$ cat config.mk
export PLATFORM = sky130hd
export DESIGN_NAME = mc_err_reporter
export DESIGN_NICKNAME = d
export VERILOG_FILES = /design/src/rtl/mcerr_pkg.sv /design/src/rtl/mcerr_hrst_qual.sv /design/src/rtl/mcerr_prio.sv /design/src/rtl/mcerr_tap_hold.sv /design/src/rtl/mc_err_reporter.sv
export SDC_FILE = /design/constraint.sdc
export NUM_CORES = 1
export LEC_CHECK = 0
export BUFFER_PORTS_ARGS = -buffer_cell sky130_fd_sc_hd__buf_2
export CAP_MARGIN = 20
export CELL_PAD_IN_SITES_DETAIL_PLACEMENT = 1
export CELL_PAD_IN_SITES_GLOBAL_PLACEMENT = 1
export CORE_MARGIN = 8
export CORE_UTILIZATION = 30
export DETAILED_ROUTE_END_ITERATION = 16
export GPL_TIMING_DRIVEN = 0
export PLACE_DENSITY = 0.87
export SLEW_MARGIN = 20
export SYNTH_ARGS = -nofsm -noshare
export SYNTH_HDL_FRONTEND = slang
export SYNTH_SLANG_ARGS = --single-unit
$ cat constraint.sdc
create_clock -name clk_i -period 2.2 [get_ports clk_i]
set_clock_uncertainty 0.1 [all_clocks]
set_input_delay 0 -clock clk_i [delete_from_list [all_inputs] [get_ports clk_i]]
set_output_delay 0 -clock clk_i [all_outputs]
set_load 0.02 [all_outputs]
$ cat src/rtl/mcerr_pkg.sv
package mcerr_pkg;
  localparam int unsigned NUM_CLASS = 4;
  localparam int unsigned CAUSE_W   = 3;

  typedef enum logic [CAUSE_W-1:0] {
    CAUSE_NONE = 3'd0,
    CAUSE_MEM  = 3'd1,
    CAUSE_BUS  = 3'd2,
    CAUSE_PCI  = 3'd3,
    CAUSE_NMI  = 3'd4
  } cause_e;
endpackage

$ cat src/rtl/mcerr_hrst_qual.sv
module mcerr_hrst_qual #(
  parameter int unsigned MIN_CYC     = 4,
  parameter int unsigned SYNC_STAGES = 2
) (
  input  logic clk_i,
  input  logic rst_ni,
  input  logic hrst_i,
  output logic hrst_ok_o
);
  localparam int unsigned CNT_W = (MIN_CYC < 2) ? 1 : $clog2(MIN_CYC);

  logic [SYNC_STAGES-1:0] sync_q;
  logic [CNT_W-1:0]       cnt_q;
  logic                   ok_q;
  logic                   hrst_s;

  assign hrst_s = sync_q[SYNC_STAGES-1];

  always_ff @(posedge clk_i or negedge rst_ni) begin
    if (!rst_ni) sync_q <= '0;
    else         sync_q <= {sync_q[SYNC_STAGES-2:0], hrst_i};
  end

  // count consecutive synchronized-high samples; qualify on the MIN_CYC-th
  always_ff @(posedge clk_i or negedge rst_ni) begin
    if (!rst_ni) begin
      cnt_q <= '0;
      ok_q  <= 1'b0;
    end else if (!hrst_s) begin
      cnt_q <= '0;
      ok_q  <= 1'b0;
    end else if (cnt_q == CNT_W'(MIN_CYC - 1)) begin
      ok_q  <= 1'b1;
    end else begin
      cnt_q <= cnt_q + 1'b1;
    end
  end

  assign hrst_ok_o = ok_q;

  a_r7_rise_needs_sync: assert property (@(posedge clk_i) disable iff (!rst_ni)
    $rose(ok_q) |-> $past(hrst_s));
  a_r7_drop_follows_sync: assert property (@(posedge clk_i) disable iff (!rst_ni)
    !hrst_s |=> !ok_q);
endmodule

$ cat src/rtl/mcerr_prio.sv
module mcerr_prio #(
  parameter int unsigned NCLS   = 4,
  parameter int unsigned ADDR_W = 32,
  parameter int unsigned CODE_W = 3
) (
  input  logic [NCLS-1:0]             hit_i,
  input  logic [NCLS-1:0][ADDR_W-1:0] addr_i,
  output logic                        win_o,
  output logic [NCLS-1:0]             grant_o,
  output logic [CODE_W-1:0]           code_o,
  output logic [ADDR_W-1:0]           addr_o
);
  logic [NCLS:0] seen;
  assign seen[0] = 1'b0;

  for (genvar i = 0; i < NCLS; i++) begin : g_rank
    assign seen[i+1]  = seen[i] | hit_i[i];
    assign grant_o[i] = hit_i[i] & ~seen[i];
  end

  assign win_o = seen[NCLS];

  always_comb begin
    code_o = '0;
    addr_o = '0;
    for (int i = 0; i < NCLS; i++) begin
      if (grant_o[i]) begin
        code_o = code_o | CODE_W'(i + 1);
        addr_o = addr_o | addr_i[i];
      end
    end
  end
endmodule

$ cat src/rtl/mcerr_tap_hold.sv
module mcerr_tap_hold #(
  parameter int unsigned TAP_W = 8
) (
  input  logic             clk_i,
  input  logic             tap_rst_ni,
  input  logic             we_i,
  input  logic [TAP_W-1:0] wdata_i,
  output logic [TAP_W-1:0] q_o
);
  always_ff @(posedge clk_i or negedge tap_rst_ni) begin
    if (!tap_rst_ni) q_o <= '0;
    else if (we_i)   q_o <= wdata_i;
  end

  a_r9_tap_hold: assert property (@(posedge clk_i) disable iff (!tap_rst_ni)
    !we_i |=> $stable(q_o));
endmodule

$ cat src/rtl/mc_err_reporter.sv
module mc_err_reporter
  import mcerr_pkg::*;
#(
  parameter int unsigned ADDR_W       = 32,
  parameter int unsigned TAP_W        = 8,
  parameter int unsigned MIN_HRST_CYC = 4
) (
  input  logic               clk_i,
  input  logic               rst_ni,
  input  logic               hrst_i,
  input  logic               tap_rst_ni,
  input  logic               tap_we_i,
  input  logic [TAP_W-1:0]   tap_wdata_i,
  input  logic [1:0]         mem_err_i,
  input  logic [1:0]         bus_err_i,
  input  logic [3:0]         pci_err_i,
  input  logic               nmi_i,
  input  logic [ADDR_W-1:0]  mem_addr_i,
  input  logic [ADDR_W-1:0]  bus_addr_i,
  input  logic [ADDR_W-1:0]  pci_addr_i,
  input  logic               data_tenure_i,
  input  logic               clear_i,
  output logic               mcp_o,
  output logic               tea_o,
  output logic [CAUSE_W-1:0] cause_o,
  output logic [ADDR_W-1:0]  err_addr_o,
  output logic               sys_rst_o,
  output logic [TAP_W-1:0]   tap_q_o
);
  localparam int unsigned MEM_IDX = 0;

  logic                             hrst_ok;
  logic [NUM_CLASS-1:0]             hit;
  logic [NUM_CLASS-1:0][ADDR_W-1:0] cls_addr;
  logic [NUM_CLASS-1:0]             grant;
  logic                             win;
  logic [CAUSE_W-1:0]               win_code;
  logic [ADDR_W-1:0]                win_addr;

  cause_e              cause_q;
  logic [ADDR_W-1:0]   addr_q;
  logic                mcp_q;
  logic                tea_q;

  mcerr_hrst_qual #(
    .MIN_CYC     (MIN_HRST_CYC),
    .SYNC_STAGES (2)
  ) u_hrst_qual (
    .clk_i     (clk_i),
    .rst_ni    (rst_ni),
    .hrst_i    (hrst_i),
    .hrst_ok_o (hrst_ok)
  );

  mcerr_tap_hold #(.TAP_W(TAP_W)) u_tap_hold (
    .clk_i      (clk_i),
    .tap_rst_ni (tap_rst_ni),
    .we_i       (tap_we_i),
    .wdata_i    (tap_wdata_i),
    .q_o        (tap_q_o)
  );

  // class index order is the ranking: lower index wins
  assign hit      = {nmi_i, |pci_err_i, |bus_err_i, |mem_err_i};
  assign cls_addr = {{ADDR_W{1'b0}}, pci_addr_i, bus_addr_i, mem_addr_i};

  mcerr_prio #(
    .NCLS   (NUM_CLASS),
    .ADDR_W (ADDR_W),
    .CODE_W (CAUSE_W)
  ) u_prio (
    .hit_i   (hit),
    .addr_i  (cls_addr),
    .win_o   (win),
    .grant_o (grant),
    .code_o  (win_code),
    .addr_o  (win_addr)
  );

  always_ff @(posedge clk_i or negedge rst_ni) begin
    if (!rst_ni) begin
      cause_q <= CAUSE_NONE;
      addr_q  <= '0;
      mcp_q   <= 1'b0;
      tea_q   <= 1'b0;
    end else if (hrst_ok) begin
      cause_q <= CAUSE_NONE;
      addr_q  <= '0;
      mcp_q   <= 1'b0;
      tea_q   <= 1'b0;
    end else begin
      tea_q <= 1'b0;
      if (clear_i) begin
        cause_q <= CAUSE_NONE;
        addr_q  <= '0;
        mcp_q   <= 1'b0;
      end else if (cause_q == CAUSE_NONE && win) begin
        cause_q <= cause_e'(win_code);
        addr_q  <= win_addr;
        if (grant[MEM_IDX] && data_tenure_i) tea_q <= 1'b1;
        else                                 mcp_q <= 1'b1;
      end
    end
  end

  assign mcp_o      = mcp_q;
  assign tea_o      = tea_q;
  assign cause_o    = cause_q;
  assign err_addr_o = addr_q;
  assign sys_rst_o  = hrst_ok;

  a_r6_tea_single: assert property (@(posedge clk_i) disable iff (!rst_ni)
    tea_o |=> !tea_o);
  a_r6_tea_mem_only: assert property (@(posedge clk_i) disable iff (!rst_ni)
    tea_o |-> (cause_o == CAUSE_MEM) && !mcp_o);
  a_r3_hold_cause: assert property (@(posedge clk_i) disable iff (!rst_ni)
    (cause_o != CAUSE_NONE && !clear_i && !sys_rst_o)
      |=> $stable(cause_o) && $stable(err_addr_o) && !tea_o);
  a_r4_clear_empties: assert property (@(posedge clk_i) disable iff (!rst_ni)
    (clear_i && !sys_rst_o) |=> (cause_o == CAUSE_NONE) && !mcp_o && err_addr_o == '0);
  a_r8_rst_flush: assert property (@(posedge clk_i) disable iff (!rst_ni)
    sys_rst_o |=> (cause_o == CAUSE_NONE) && !mcp_o && !tea_o);
  a_r5_mcp_has_cause: assert property (@(posedge clk_i) disable iff (!rst_ni)
    mcp_o |-> cause_o != CAUSE_NONE);
  a_r2_capture_edge: assert property (@(posedge clk_i) disable iff (!rst_ni)
    ($past(cause_o) == CAUSE_NONE && cause_o != CAUSE_NONE) |-> $past(|hit));
endmodule

==> results of run 1 <==
-- area by class of cell --
| type | count | area (um2) | area share (%) |
|---|---|---|---|
| Timing Repair Buffer | 238 | 1560 | 36.1 |
| Sequential cell | 50 | 1250 | 28.9 |
| Multi-Input combinational cell | 167 | 1160 | 26.9 |
| Tap cell | 105 | 131 | 3.03 |
| Buffer | 25 | 109 | 2.51 |
| Clock buffer | 6 | 72.6 | 1.68 |
| Clock inverter | 2 | 37.5 | 0.867 |
| Antenna cell | 1 | 2.50 | 0.0578 |
-- critical path: cells and delay by family --
family / cells / cell delay [ns]
buf+inv: 4 / 1.23
simple gates: 2 / 0.72
compound gates: 2 / 0.20
-- path summary, 6_finish.rpt --
check,to,cells after the start,slack [ns],from
min,err_addr_o[17],4,0.02,pci_addr_i[17]
max,err_addr_o[18],8,0.13,pci_err_i[3]
min in group asynchronous,err_addr_o[24],2,0.28,rst_ni
max in group asynchronous,err_addr_o[17],2,1.12,rst_ni
min reg2reg,u_hrst_qual.sync_q[1],0,0.26,u_hrst_qual.sync_q[0]
max reg2reg,err_addr_o[10],5,0.32,cause_o[1]
-- sequential cells by signal, indices dropped and copies added (netlist names) --
name	cells
u_tap_hold.q_o	8
tea_o	1
mcp_o	1
u_hrst_qual.hrst_ok_o	1
u_hrst_qual.cnt_q	2
u_hrst_qual.sync_q	2
err_addr_o	32
cause_o	3
-- logic make-up after synthesis --
kind of cell	after synthesis	synth area share, %
adder cells (fa/ha/maj)	1	0.495
flip-flops	50	49.6
multiplexers	9	3.96
XOR/XNOR	1	0.347
AND/OR/NAND/NOR	53	10.9
buffers and inverters	25	4.31
AO/OA/AOI/OAI	103	30.4
-- cells in the mapped netlist --
cell type / number / area, um2
sky130_fd_sc_hd__o21ai_0: 1 / 5.00
sky130_fd_sc_hd__a31oi_1: 2 / 12.5
sky130_fd_sc_hd__nor3_4: 1 / 16.3
sky130_fd_sc_hd__dfrtp_1: 50 / 1250
sky130_fd_sc_hd__o2bb2ai_1: 63 / 552
sky130_fd_sc_hd__and2_1: 1 / 6.26
sky130_fd_sc_hd__nor4_1: 1 / 6.26
sky130_fd_sc_hd__a21oi_1: 34 / 170
sky130_fd_sc_hd__a2bb2o_1: 1 / 10.0
sky130_fd_sc_hd__ha_1: 1 / 12.5
sky130_fd_sc_hd__buf_2: 3 / 15.0
sky130_fd_sc_hd__or2_2: 2 / 12.5
sky130_fd_sc_hd__nor2_1: 5 / 18.8
sky130_fd_sc_hd__xnor2_1: 1 / 8.76
sky130_fd_sc_hd__or4_1: 1 / 7.51
sky130_fd_sc_hd__o21a_1: 1 / 7.51
sky130_fd_sc_hd__buf_1: 1 / 3.75
sky130_fd_sc_hd__nand2_1: 3 / 11.3
sky130_fd_sc_hd__nand3_1: 32 / 160
sky130_fd_sc_hd__clkbuf_1: 18 / 67.6
sky130_fd_sc_hd__mux2_2: 8 / 90.1
sky130_fd_sc_hd__o41a_1: 1 / 11.3
sky130_fd_sc_hd__mux2i_1: 1 / 10.0
sky130_fd_sc_hd__nor2b_1: 1 / 6.26
sky130_fd_sc_hd__buf_4: 3 / 22.5
sky130_fd_sc_hd__nor3_1: 6 / 30.0
-- per-stage QoR --
stage	setup WS, ns	area [um2]	hold WS (ns)	setup TNS (ns)
floorplan	0.418	2520	-0.396	0
global placement	-0.0186	3480	-0.256	-0.247
detailed placement	-0.0177	3480	-0.252	-0.0481
CTS	0.184	4330	0.000583	0
global route	0.0155	4330	0.0214	0
finish	0.131	4330	0.0194	0
-- report_power, final --
| part | internal [mW] | switching (mW) | total (mW) |
|---|---|---|---|
| registers | 1.05 | 0.0817 | 1.13 |
| logic | 0.406 | 0.532 | 0.938 |
| clock network | 0.340 | 0.318 | 0.657 |
-- repair_timing --
| action | in CTS | in global routing |
|---|---|---|
| hold buffers | 74 | 0 |
| resized for setup | 0 | 0 |
| hold endpoints to repair | 96 | 0 |
-- per-layer routing --
metal / vias up / track usage, % / share of wire [%]
met5: - / 0 / 0
met4: 0 / 7.14 / 2.4
met3: 22 / 6.89 / 7.6
met2: 135 / 38.4 / 52
met1: 1559 / 23.7 / 38
li1: 1427 / - / -
==> flow_summary.yaml, run 1 <==
outcome:
  run_status: "completed"
power:
  power.density_cell_area_nw_per_um2: 629
  peakVddDrop_mv: 0.322
  cellLeakagePower_nw: 2.03
  total_power_mw: 2.73
timing:
  timing.final.hold_violations: 0
  slew_violations: 0
  rsz0062_at_grt: "no"
  relSlewSlack_pct: 36.2
  clock.fmax_ghz: 0.483
  report.final.setup_viol: 0
  tightest_slew_ns: 0.957
  final_min_period_over_clock_period_pct: 94.1
  timing.final.crit_period_ns: 2.07
die:
  placementRows: 33
  design.die.area_um2: 11600
  die-height_um: 108
  fp.dieW_um: 108
  initial_utilization_pct: 30.9
  design.core.area_um2: 8180
  io_pins: 166
clocking:
  htreeDepth: 2
  post_cts.repair.setup_buffers: 0
  cts_made_buffers: 5
  clock_insertion_delay_worst_skew_ns: 0.30
  cts.sink_count: 50
  worst_setup_hold_path_clk_slew_ns: 0.08
  clk_root_buffer_cell: "sky130_fd_sc_hd__clkbuf_8"
  cts_tree: "done"
  clock_path_buffers: 2
hold_path:
  holdCritPathClass: "in2reg"
synth:
  syn-mean-instance-area_um2: 10.4
  ys_seq_area_share_pct: 49.6
  ys_seq_elements: 50
  post_synth_inst_count: 242
  synth.cell_area_um2: 2520
  synth.yosys.warnings: 0
  synth.lib_cells_used.distinct: 26
  syn_nets: 363
drt:
  post-route-drc-count: 0
  routed-via-count: 3143
  drt_first_iter_violations: 76
  drtPass1Iterations: 4
  route.detailed.vias_per_inst: 5.29
  wl_mm: 12.7
  ant_nets: 0
  post_drt_wl_per_cell_um: 21.4
place:
  gpl.final_weighted_congestion: 0.777
  hpwl_mm: 8.42
  placed_cells: 511
  port_buffers: 164
setup_path:
  worst_ep_arrival_time_ns: 2.16
  worst-endpoint-required_ns: 2.29
  end_kind: "flop"
  worst-setup-path-type: "in2reg"
  cp_max_fo: 10
  crit_slowest_cell: "sky130_fd_sc_hd__dlygate4sd3_1"
  timing.critical_path.cells: "buf_2, or4_1, clkbuf_1, clkbuf_1, nand3_1, o2bb2ai_1, dlygate4sd3_1, o2bb2ai_1"
  critPathMaxStageDelay_ns: 0.58
  setup.worst_path.start_class: "input port"
global_route:
  track_usage_pct: 21.6
  grt_pass1_vias: 3613
  grt_first_pass_wirelength_mm: 19.7
  grt_antenna_before_repair: 0
  global_route.overflow_total: 0
  grt_max_degree: 43
cells_and_area:
  mostFrequentLayoutCell: "sky130_fd_sc_hd__buf_2"
  layout.filler_cells: 975
  final_core_util_pct: 53.0
  layout_cells_excl_fill: 594
  layout.cells.most_common_list: "167 x sky130_fd_sc_hd__buf_2, 74 x sky130_fd_sc_hd__dlygate4sd3_1, 63 x sky130_fd_sc_hd__o2bb2ai_1"
  layout-area-overhead-vs-synth_pct: 71.5
  drive_above_1_share_pct: 38.5
  layout.nets: 608
job:
  max_cap_violations: 0
Power figures use the tool's default switching activity.
==> run 2, diff against run 1 <==
==> constraint.sdc (replaced) <==
create_clock -name clk_i -period 2.1 [get_ports clk_i]
set_clock_uncertainty 0.1 [all_clocks]
set_input_delay 0 -clock clk_i [delete_from_list [all_inputs] [get_ports clk_i]]
set_output_delay 0 -clock clk_i [all_outputs]
set_load 0.02 [all_outputs]
==> run 2 against run 1 <==
  * First-iteration DRC count rose by 7.9%
  * Cell area rose by 0.17%
  * Sequential share of layout area is 0.050 points lower
  * Cell count stayed put
  * Routed wire length hardly changed
  * Die area stayed put
  * Clock power rose by 5.5%
  * Worst hold slack improved by 0.0030 ns
  * Setup slack got worse by 0.011 ns
  * Via count fell by 0.86%
  * Combinational power up 4.9%
==> flow_summary.yaml, run 2 (synthesis results as in run 1) <==
clocking:
  clock_path_buffers: 2
  htreeDepth: 2
  worst_setup_hold_path_clk_slew_ns: 0.09
  cts_made_buffers: 5
  clock_insertion_delay_worst_skew_ns: 0.31
  post_cts.repair.setup_buffers: 0
  clk_root_buffer_cell: "sky130_fd_sc_hd__clkbuf_8"
  cts.sink_count: 50
  cts_tree: "done"
cells_and_area:
  largest_reg_flops: 32
  layout.nets: 608
  drive_above_1_share_pct: 39.8
  postLayoutCellArea_um2: 4340
  layout_cells_excl_fill: 594
  layout-area-overhead-vs-synth_pct: 71.8
  layout.cells.most_common_list: "167 x sky130_fd_sc_hd__buf_2, 74 x sky130_fd_sc_hd__dlygate4sd3_1, 63 x sky130_fd_sc_hd__o2bb2ai_1"
  final_core_util_pct: 53.1
  mostFrequentLayoutCell: "sky130_fd_sc_hd__buf_2"
drt:
  routed-via-count: 3116
  drtPass1Iterations: 4
  drt_first_iter_violations: 82
  post_drt_wl_per_cell_um: 21.4
  wl_mm: 12.7
  post-route-drc-count: 0
  route.detailed.vias_per_inst: 5.25
  ant_nets: 0
die:
  initial_utilization_pct: 30.9
  die-height_um: 108
  io_pins: 166
  design.core.area_um2: 8180
  fp.dieW_um: 108
  design.die.area_um2: 11600
  placementRows: 33
place:
  placed_cells: 511
  port_buffers: 164
  gpl.final_weighted_congestion: 0.777
  hpwl_mm: 8.42
  cell_area_after_placement_um2: 3480
power:
  power.density_cell_area_nw_per_um2: 659
  switchingPower_uw: 979
  p_clk_share_pct: 24.2
  power.switching_fraction_pct: 34.2
  internal_power_mw: 1.88
  pwr-share-comb_pct: 34.4
  total_power_mw: 2.86
  peakVddDrop_mv: 0.338
  power.sequential.fraction_pct: 41.4
  cellLeakagePower_nw: 2.04
global_route:
  grt_antenna_before_repair: 0
  global_route.overflow_total: 0
  grt_pass1_vias: 3613
  track_usage_pct: 21.6
  grt_first_pass_wirelength_mm: 19.7
  grt_max_degree: 43
hold_path:
  holdCritPathClass: "in2reg"
  min_from: "pci_addr_i[17]"
  hold_path_depth: 4
  hold_path_endpoint: "err_addr_o[17]"
timing:
  rsz0062_at_grt: "no"
  final_min_period_over_clock_period_pct: 94.3
  fin_tns_setup_ns: 0
  clock.fmax_ghz: 0.505
  slew_violations: 0
  relSlewSlack_pct: 35.9
  timing.final.crit_period_ns: 1.98
  timing.final.hold_violations: 0
  tightest_slew_ns: 0.961
  report.final.setup_viol: 0
setup_path:
  worst-endpoint-required_ns: 2.19
  end_kind: "flop"
  timing.reg2reg.setup_slack_ns: 0.23
  worstRegToRegCells: 5
  worst_ep_arrival_time_ns: 2.07
  r2r_path_start: "cause_o[0]"
  cp_max_fo: 10
  setup.worst_path.start_class: "input port"
  worst-setup-path-type: "in2reg"
  r2r_end: "err_addr_o[10]"
outcome:
  run_status: "completed"
job:
  max_cap_violations: 0
[run 2: changes by cell type in the layout (fill, tap and decap cells not counted), sizes merged]
| cell | before | now |
|---|---|---|
| buf | 171 | 170 |
| clkbuf | 24 | 25 |
[run 2: per-stage QoR]
step,hold WS (ns),worst slack [ns]
after floorplan,-0.396,0.318
after global placement,-0.256,-0.119
after detailed placement,-0.252,-0.118
after CTS,0.000583,0.0839
after global routing,0.0214,0.00425
final,0.0225,0.120
[run 2: timing repair]
| item | 4_1_cts | 5_1_grt |
|---|---|---|
| endpoints found under the setup margin | 0 | 18 |
| hold endpoints to repair | 96 | 0 |
| gates resized for setup | 0 | 11 |
| hold buffers | 74 | 0 |
[run 2: worst max path at each step]
stage / endpoint / start / cells past startpoint / slack (ns)
final: err_addr_o[18] / pci_err_i[3] / 8 / 0.12
after global routing: err_addr_o[13] / bus_err_i[1] / 8 / 0.004
after CTS: err_addr_o[21] / pci_err_i[3] / 8 / 0.08
after detailed placement: err_addr_o[17] / pci_err_i[3] / 7 / -0.12
after global placement: err_addr_o[16] / pci_err_i[3] / 7 / -0.12
after floorplan: err_addr_o[29] / pci_err_i[3] / 5 / 0.32
[run 2: power by group through the flow]
stage / Combinational [mW] / Clock [mW] / Sequential (mW)
2_1_floorplan: 0.288 / 0 / 1.35
3_3_place_gp: 0.813 / 0 / 1.19
3_5_place_dp: 0.837 / 0 / 1.20
4_1_cts: 0.967 / 0.706 / 1.18
5_1_grt: 1.05 / 0.741 / 1.20
6_report: 0.984 / 0.693 / 1.18
[run 2: layout make-up]
type / count / area, um2
timing repair buffer: 238 / 1560
fill: 974 / 3840
antenna: 1 / 2.50
sequential: 50 / 1250
tap: 105 / 131
clock inverter: 2 / 37.5
clock buffer: 6 / 72.6
buffer: 25 / 116
multi-input combinational: 167 / 1160
[run 2: worst max-delay path, cell delays in order]
cell and delay [ns]:
sky130_fd_sc_hd__buf_2 0.10, sky130_fd_sc_hd__or4_1 0.53, sky130_fd_sc_hd__clkbuf_1 0.23, sky130_fd_sc_hd__clkbuf_2 0.27, sky130_fd_sc_hd__nand3_1 0.15, sky130_fd_sc_hd__o2bb2ai_1 0.13
sky130_fd_sc_hd__dlygate4sd3_1 0.58, sky130_fd_sc_hd__o2bb2ai_1 0.07
[run 2: metal layers]
| layer | up-vias | track usage (%) | routed length, um |
|---|---|---|---|
| li1 | 1425 | - | - |
| met1 | 1541 | 23.7 | 4810 |
| met2 | 127 | 38.4 | 6640 |
| met3 | 23 | 6.89 | 971 |
| met4 | 0 | 7.14 | 297 |
| met5 | - | 0 | 0 |
